--- config.mk ---
export PLATFORM = sky130hd
export DESIGN_NAME = radix2_bfly
export DESIGN_NICKNAME = d
export VERILOG_FILES = /design/src/rtl/bfly_pkg.sv /design/src/rtl/bfly_delay.sv /design/src/rtl/bfly_mul.sv /design/src/rtl/bfly_addsub.sv /design/src/rtl/radix2_bfly.sv
export SDC_FILE = /design/constraint.sdc
export NUM_CORES = 2
export LEC_CHECK = 0
export BUFFER_PORTS_ARGS = -buffer_cell sky130_fd_sc_hd__buf_4
export CAP_MARGIN = 20
export CORE_ASPECT_RATIO = 1.5
export CORE_UTILIZATION = 34
export CTS_CLUSTER_SIZE = 12
export DETAILED_ROUTE_END_ITERATION = 10
export GPL_TIMING_DRIVEN = 1
export HOLD_SLACK_MARGIN = 0.08
export PLACE_DENSITY = 0.57
export SLEW_MARGIN = 20
export SYNTH_ARGS = -nofsm -noshare
export SYNTH_HDL_FRONTEND = slang
export SYNTH_SLANG_ARGS = --single-unit
--- constraint.sdc ---
create_clock -name clk -period 9.8 [get_ports clk]
set_input_delay 1.47 -clock clk [delete_from_list [all_inputs] [get_ports clk]]
set_output_delay 1.47 -clock clk [all_outputs]
set_load 0.01 [all_outputs]
--- src/rtl/bfly_pkg.sv ---
package bfly_pkg;

    // Data width of every real or imaginary component.
    localparam int DATA_W      = 16;
    // Default fraction bits removed after each real product.
    localparam int FRAC_DEF    = 15;
    // Default multiplier latency in cycles.
    localparam int MUL_LAT_DEF = 3;
    // Latency of every adder and subtractor.
    localparam int ADD_LAT     = 1;

    typedef struct packed {
        logic [DATA_W-1:0] re;
        logic [DATA_W-1:0] im;
    } cplx_t;

    typedef enum logic {
        OP_ADD = 1'b0,
        OP_SUB = 1'b1
    } addsub_op_e;

    // Total cycles from operand strobe to result strobe.
    function automatic int total_latency(input int mul_lat);
        return mul_lat + 2 * ADD_LAT;
    endfunction

endpackage

--- src/rtl/bfly_delay.sv ---
module bfly_delay #(
    parameter int W   = 1,
    parameter int N   = 1,
    parameter bit CLR = 1'b0
) (
    input  logic         clk,
    input  logic         rst,
    input  logic [W-1:0] d,
    output logic [W-1:0] q
);

    generate
        if (N == 0) begin : g_wire
            assign q = d;
        end else begin : g_regs
            logic [W-1:0] stg [N];

            always_ff @(posedge clk) begin
                if (CLR && rst) begin
                    for (int i = 0; i < N; i++) begin
                        stg[i] <= '0;
                    end
                end else begin
                    stg[0] <= d;
                    for (int i = 1; i < N; i++) begin
                        stg[i] <= stg[i-1];
                    end
                end
            end

            assign q = stg[N-1];
        end
    endgenerate

endmodule

--- src/rtl/bfly_mul.sv ---
module bfly_mul #(
    parameter int DW   = 16,
    parameter int FRAC = 15,
    parameter int LAT  = 3
) (
    input  logic          clk,
    input  logic          rst,
    input  logic [DW-1:0] a,
    input  logic [DW-1:0] b,
    output logic [DW-1:0] p
);

    localparam int FW = 2 * DW;

    logic signed [FW-1:0] full;
    logic signed [FW-1:0] shifted;
    logic [DW-1:0]        pipe [LAT];
    logic                 prod_unused;

    // Exact signed product, floor-shifted, low DW bits kept (wrapping).
    assign full        = $signed(a) * $signed(b);
    assign shifted     = full >>> FRAC;
    assign prod_unused = ^shifted[FW-1:DW];

    always_ff @(posedge clk) begin
        pipe[0] <= shifted[DW-1:0];
        for (int i = 1; i < LAT; i++) begin
            pipe[i] <= pipe[i-1];
        end
    end

    assign p = pipe[LAT-1];

    // a zero operand LAT cycles ago gives a zero product term now.
    p_mul_zero_r2: assert property (@(posedge clk) disable iff (rst)
        (($past(a, LAT) == '0) || ($past(b, LAT) == '0)) |-> (p == '0));

endmodule

--- src/rtl/bfly_addsub.sv ---
module bfly_addsub
    import bfly_pkg::*;
#(
    parameter int         W  = DATA_W,
    parameter addsub_op_e OP = OP_ADD
) (
    input  logic         clk,
    input  logic         rst,
    input  logic [W-1:0] a,
    input  logic [W-1:0] b,
    output logic [W-1:0] y
);

    logic [W-1:0] nxt;

    generate
        if (OP == OP_SUB) begin : g_sub
            assign nxt = a - b;

            // equal operands one cycle ago leave a zero difference.
            p_sub_zero_r3: assert property (@(posedge clk) disable iff (rst)
                ($past(a) == $past(b)) |-> (y == '0));
        end else begin : g_add
            assign nxt = a + b;

            // adding zero passes the other operand through one cycle later.
            p_add_ident_r3: assert property (@(posedge clk) disable iff (rst)
                ($past(b) == '0) |-> (y == $past(a)));
        end
    endgenerate

    always_ff @(posedge clk) begin
        y <= nxt;
    end

endmodule

--- src/rtl/radix2_bfly.sv ---
module radix2_bfly
    import bfly_pkg::*;
#(
    parameter int FRAC    = FRAC_DEF,
    parameter int MUL_LAT = MUL_LAT_DEF
) (
    input  logic              clk,
    input  logic              rst,
    input  logic              in_valid,
    input  logic [DATA_W-1:0] a_re,
    input  logic [DATA_W-1:0] a_im,
    input  logic [DATA_W-1:0] b_re,
    input  logic [DATA_W-1:0] b_im,
    input  logic [DATA_W-1:0] w_re,
    input  logic [DATA_W-1:0] w_im,
    output logic              out_valid,
    output logic [DATA_W-1:0] sum_re,
    output logic [DATA_W-1:0] sum_im,
    output logic [DATA_W-1:0] dif_re,
    output logic [DATA_W-1:0] dif_im
);

    localparam int DW        = DATA_W;
    localparam int N_MUL     = 4;
    localparam int A_DLY     = MUL_LAT + ADD_LAT;
    localparam int LAT_TOTAL = total_latency(MUL_LAT);

    cplx_t op_a, op_b, op_w;
    cplx_t a_al;      // A aligned with the complex product
    cplx_t wb;        // W*B
    cplx_t sum_c, dif_c;

    assign op_a = '{re: a_re, im: a_im};
    assign op_b = '{re: b_re, im: b_im};
    assign op_w = '{re: w_re, im: w_im};

    // Multiplier operand routing: 0 br*wr, 1 bi*wi, 2 br*wi, 3 bi*wr.
    logic [DW-1:0] m_x [N_MUL];
    logic [DW-1:0] m_y [N_MUL];
    logic [DW-1:0] m_p [N_MUL];

    assign m_x[0] = op_b.re;  assign m_y[0] = op_w.re;
    assign m_x[1] = op_b.im;  assign m_y[1] = op_w.im;
    assign m_x[2] = op_b.re;  assign m_y[2] = op_w.im;
    assign m_x[3] = op_b.im;  assign m_y[3] = op_w.re;

    generate
        for (genvar gi = 0; gi < N_MUL; gi++) begin : g_mul
            bfly_mul #(
                .DW  (DW),
                .FRAC(FRAC),
                .LAT (MUL_LAT)
            ) u_mul (
                .clk(clk),
                .rst(rst),
                .a  (m_x[gi]),
                .b  (m_y[gi]),
                .p  (m_p[gi])
            );
        end
    endgenerate

    // Complex product level: one subtractor, one adder.
    bfly_addsub #(.W(DW), .OP(OP_SUB)) u_wb_re (
        .clk(clk), .rst(rst), .a(m_p[0]), .b(m_p[1]), .y(wb.re)
    );
    bfly_addsub #(.W(DW), .OP(OP_ADD)) u_wb_im (
        .clk(clk), .rst(rst), .a(m_p[2]), .b(m_p[3]), .y(wb.im)
    );

    // Balance A against multiply plus product-sum.
    bfly_delay #(.W(2 * DW), .N(A_DLY), .CLR(1'b0)) u_a_dly (
        .clk(clk), .rst(rst), .d(op_a), .q(a_al)
    );

    // Butterfly level: two adders, two subtractors.
    bfly_addsub #(.W(DW), .OP(OP_ADD)) u_sum_re (
        .clk(clk), .rst(rst), .a(a_al.re), .b(wb.re), .y(sum_c.re)
    );
    bfly_addsub #(.W(DW), .OP(OP_ADD)) u_sum_im (
        .clk(clk), .rst(rst), .a(a_al.im), .b(wb.im), .y(sum_c.im)
    );
    bfly_addsub #(.W(DW), .OP(OP_SUB)) u_dif_re (
        .clk(clk), .rst(rst), .a(a_al.re), .b(wb.re), .y(dif_c.re)
    );
    bfly_addsub #(.W(DW), .OP(OP_SUB)) u_dif_im (
        .clk(clk), .rst(rst), .a(a_al.im), .b(wb.im), .y(dif_c.im)
    );

    // Valid strobe follows the full schedule and is cleared by reset.
    bfly_delay #(.W(1), .N(LAT_TOTAL), .CLR(1'b1)) u_vld_dly (
        .clk(clk), .rst(rst), .d(in_valid), .q(out_valid)
    );

    assign sum_re = sum_c.re;
    assign sum_im = sum_c.im;
    assign dif_re = dif_c.re;
    assign dif_im = dif_c.im;

    logic [DW-1:0] chk_re, chk_im;
    assign chk_re = sum_c.re + dif_c.re;
    assign chk_im = sum_c.im + dif_c.im;

    // a result strobe always traces back to an operand strobe.
    p_vld_lat_r1: assert property (@(posedge clk) disable iff (rst)
        out_valid |-> $past(in_valid, LAT_TOTAL));

    // sum and difference together recover twice the aligned A.
    p_sym_r5: assert property (@(posedge clk) disable iff (rst)
        out_valid |-> ((chk_re == DW'($past(a_re, LAT_TOTAL) << 1)) &&
                       (chk_im == DW'($past(a_im, LAT_TOTAL) << 1))));

endmodule

==> summary.md <==
| Metric | Value |
|---|---|
| Post-Place Cells | 6981 |
| Hold path endpoint | g_mul[3].u_mul.pipe[0][38] |
| Reg clk slew, reported paths | 60 ps |
| CP peak stage delay | 670 ps |
| Post-synthesis sequential area ratio | 0.169 |
| Final Hold Fails | 0 |
| Final slew viol count | 0 |
| Worst Path Max Fanout | 32 |
| CTS buffer count | 46 |
| Crit path cell chain | buf_4 -> nand2_1 -> fa_1 -> inv_1 -> fa_1 -> inv_1 -> fa_1 -> inv_1 -> fa_1 -> fa_1 -> inv_1 -> fa_1 -> inv_1 -> ha_1 -> nand4_1 -> a211oi_1 -> a2bb2oi_1 -> a21oi_1 -> o211ai_1 -> a31oi_1 -> a31oi_1 -> a211oi_1 -> xnor2_1 |
| Fin crit share | 0.749 |
| Final setup fails | 0 |
| Final ANT Viol Nets | 0 |
| CTS sink count | 419 |
| Largest net degree at the start of global routing | 35 |
| Synth-to-layout area growth | 8.48% |
| Startpoint types | primary input |
| Placed wire-length estimate | 93.0 mm |
| Highest Clock Rate | 0.136 GHz |
| Mapped Nets | 6647 |
| Num rows | 171 |
| Commonest non-fill, non-tap cells in the layout | inv_1 (1249), fa_1 (1026), nand2_1 (545) |
| Commonest non-fill, non-tap cell in the layout | inv_1 |
| Synth unique cells | 58 |
| RR Endpoint | u_sum_im.y[15] |
| Fillcell total | 14700 |
| Chip Height | 470 µm |
| Outcome | finished clean |
| Vias in the first global route | 37300 |
| Most used cell, CP | fa_1 |
| Starting DRT DRC Count | 1203 |
| FF+latch count, synth | 419 |
| Setup Fix Bufs, Post-CTS | 0 |
| Crit-path leading delay family | adder cells |
| Reported max-cap violation count | 0 |
| Actual slew at the worst max-slew pin | 1070 ps |
| Top Ports | 164 |
| CP Class | in -> reg |
| Fin Clk Skew | 40.3 ps |
| Post-Layout Cell Count | 7052 |
| Crit path time final | 7340 ps |
| Worst-case reg-to-reg path depth | 10 |
| CTS tree | yes |
| Detailed Routing Iterations Pass 1 | 8 |
| Core Box Area | 145000 µm² |
| Crit. End Element | flip-flop |
| Vias per cell | 4.64 |
| Routability cong. | 0.859 |
| CP max-delay cell | a21oi_1 |
| Crit. Startpoint | w_im[7] |
| Final setup TNS | 0 ps |
| Number of vias in the routed layout | 32700 |
| HP Class | reg -> reg |
| Warning count from the yosys run | 0 |
| Hold wc startpoint | g_mul[3].u_mul.pipe[0][22] |
| Global route overflow | 0 |
| H-tree levels | 2 |
| Buf+Inv Stages, Crit Path | 6 |
| R2R setup slack | 6370 ps |
| CTS Hold Buffers Added | 0 |
| RSZ-0062 raised after global routing | no |
| Req. time, crit path | 10300 ps |
| Fraction of layout cells with a size suffix above 1 | 0.0457 |
| Reg2reg start | u_wb_im.y[1] |
| Total GRT Usage | 0.170 |
| DIE AREA | 147000 µm² |
| Final wirelength | 121 mm |
| Max-slew headroom | 0.283 |
| First-pass GRT wire length | 196 mm |
| Ys async rst share | 0 |
| Post-CTS Resized | 0 |
| Initial antenna violation count | 16 |
| EDFF count, synth | 0 |
| Clock Tree Root | clkbuf_16 |
| Syn Area/Cell | 9.67 µm² |
| Worst Hold Depth | 0 |
| Drt drc | 0 |
| Synthesized instance count | 5124 |
| DR WL/cell | 17.1 µm |
| Longest Clk Path Bufs | 3 |
| Worst Path Arrival | 7850 ps |
| Worst-Skew Late Latency | 600 ps |
| Mapped Area | 49600 µm² |
| Number of port buffers | 163 |
| NumNets Final | 6649 |
| Initial Util | 0.343 |
| Horiz. Die Dim | 314 µm |
| Most used DFF post-synth | dfxtp_1 |
flip-flops by register name, indices dropped and copies added (netlist names):
name and flops:
g_mul.u_mul.pipe 192, u_a_dly.g_regs.stg 128, u_dif_im.y 16, u_dif_re.y 16, u_wb_im.y 16, u_wb_re.y 16, u_sum_im.y 15, u_sum_re.y 15
u_vld_dly.g_regs.stg 5
synth_stat cells (7+ instances only):
library cell	count	area [µm²]
nor2_1	128	480
fa_1	1026	20500
or3_1	19	119
and2_1	475	2970
and3_1	16	100
o31ai_1	13	97.6
nor4_1	8	50.1
nor2b_1	25	156
nand4_1	10	62.6
clkbuf_1	207	777
nand3_1	30	150
inv_1	1249	4690
a21oi_1	79	395
o211ai_1	13	97.6
dfxtp_1	419	8390
nand2_1	545	2050
a31oi_1	7	43.8
o21a_1	20	150
a21boi_0	13	97.6
xnor2_1	125	1090
xor2_1	41	359
o2111ai_1	9	78.8
a211o_1	8	70.1
nor3_1	54	270
ha_1	398	4980
o21bai_1	8	60.1
a211oi_1	16	120
a21o_1	28	210
o21ai_0	53	265
nand2b_1	33	206
per-stage QoR:
step | instance area [µm²] | hold WS [ps] | worst slack [ps] | util
2_1_floorplan | 49600 | 310 | 2580 | -
3_3_place_gp | 52400 | 310 | 2010 | 0.362
3_5_place_dp | 52400 | 312 | 2000 | 0.362
4_1_cts | 53800 | 301 | 2580 | 0.372
5_1_grt | 53800 | 300 | 2200 | 0.372
6_report | 53800 | 301 | 2460 | 0.372
kinds of logic (layout without fill, tap and decap cells):
kind of cell	count (synthesis)	count (layout)	synth area share
buf+inv	1459	1481	0.111
fa+ha+maj	1424	1424	0.515
simple gates	1356	1356	0.136
flops	419	419	0.169
compound gates	299	299	0.0403
xor+xnor	166	166	0.0293
mux	1	1	0.000202
other cells	0	3	0
worst register-to-register path, cell delays in order, from the launching register on:
cell and delay (ps):
dfxtp_1 380, inv_1 90, ha_1 290, o21bai_1 170, a21oi_1 120, o21ba_2 220, o31ai_1 450, a211oi_1 240
o41ai_1 900, nor4_1 120, a211o_1 300
final cells by class:
class / count / area (µm²) / area share
Multi-Input combinational cell: 3246 / 35700 / 0.664
Clock inverter: 13 / 166 / 0.00309
Clock buffer: 55 / 1210 / 0.0226
Antenna cell: 3 / 7.51 / 0.000140
Timing Repair Buffer: 164 / 1230 / 0.0229
Sequential cell: 419 / 8390 / 0.156
Inverter: 1249 / 4690 / 0.0872
Tap cell: 1903 / 2380 / 0.0443
routing by layer:
metal,wire length (µm),vias to the layer above,track usage
li1,-,15000,-
met4,4260,12,0.0601
met1,44300,16900,0.179
met2,67700,640,0.339
met5,70,-,0
met3,4370,237,0.0179
worst max-delay path by stage:
stage                                  to  slack [ps]  cells after the start
2_1_floorplan  g_mul[0].u_mul.pipe[0][12]        2580                     22
3_3_place_gp   g_mul[1].u_mul.pipe[0][15]        2010                     23
3_5_place_dp   g_mul[2].u_mul.pipe[0][13]        2000                     20
4_1_cts        g_mul[1].u_mul.pipe[0][15]        2580                     23
5_1_grt        g_mul[2].u_mul.pipe[0][13]        2200                     20
6_report       g_mul[1].u_mul.pipe[0][15]        2460                     23
Power is left out: the tool's default activity adds up to more than one toggle a clock period on the data nets, which glitch-free logic cannot reach.
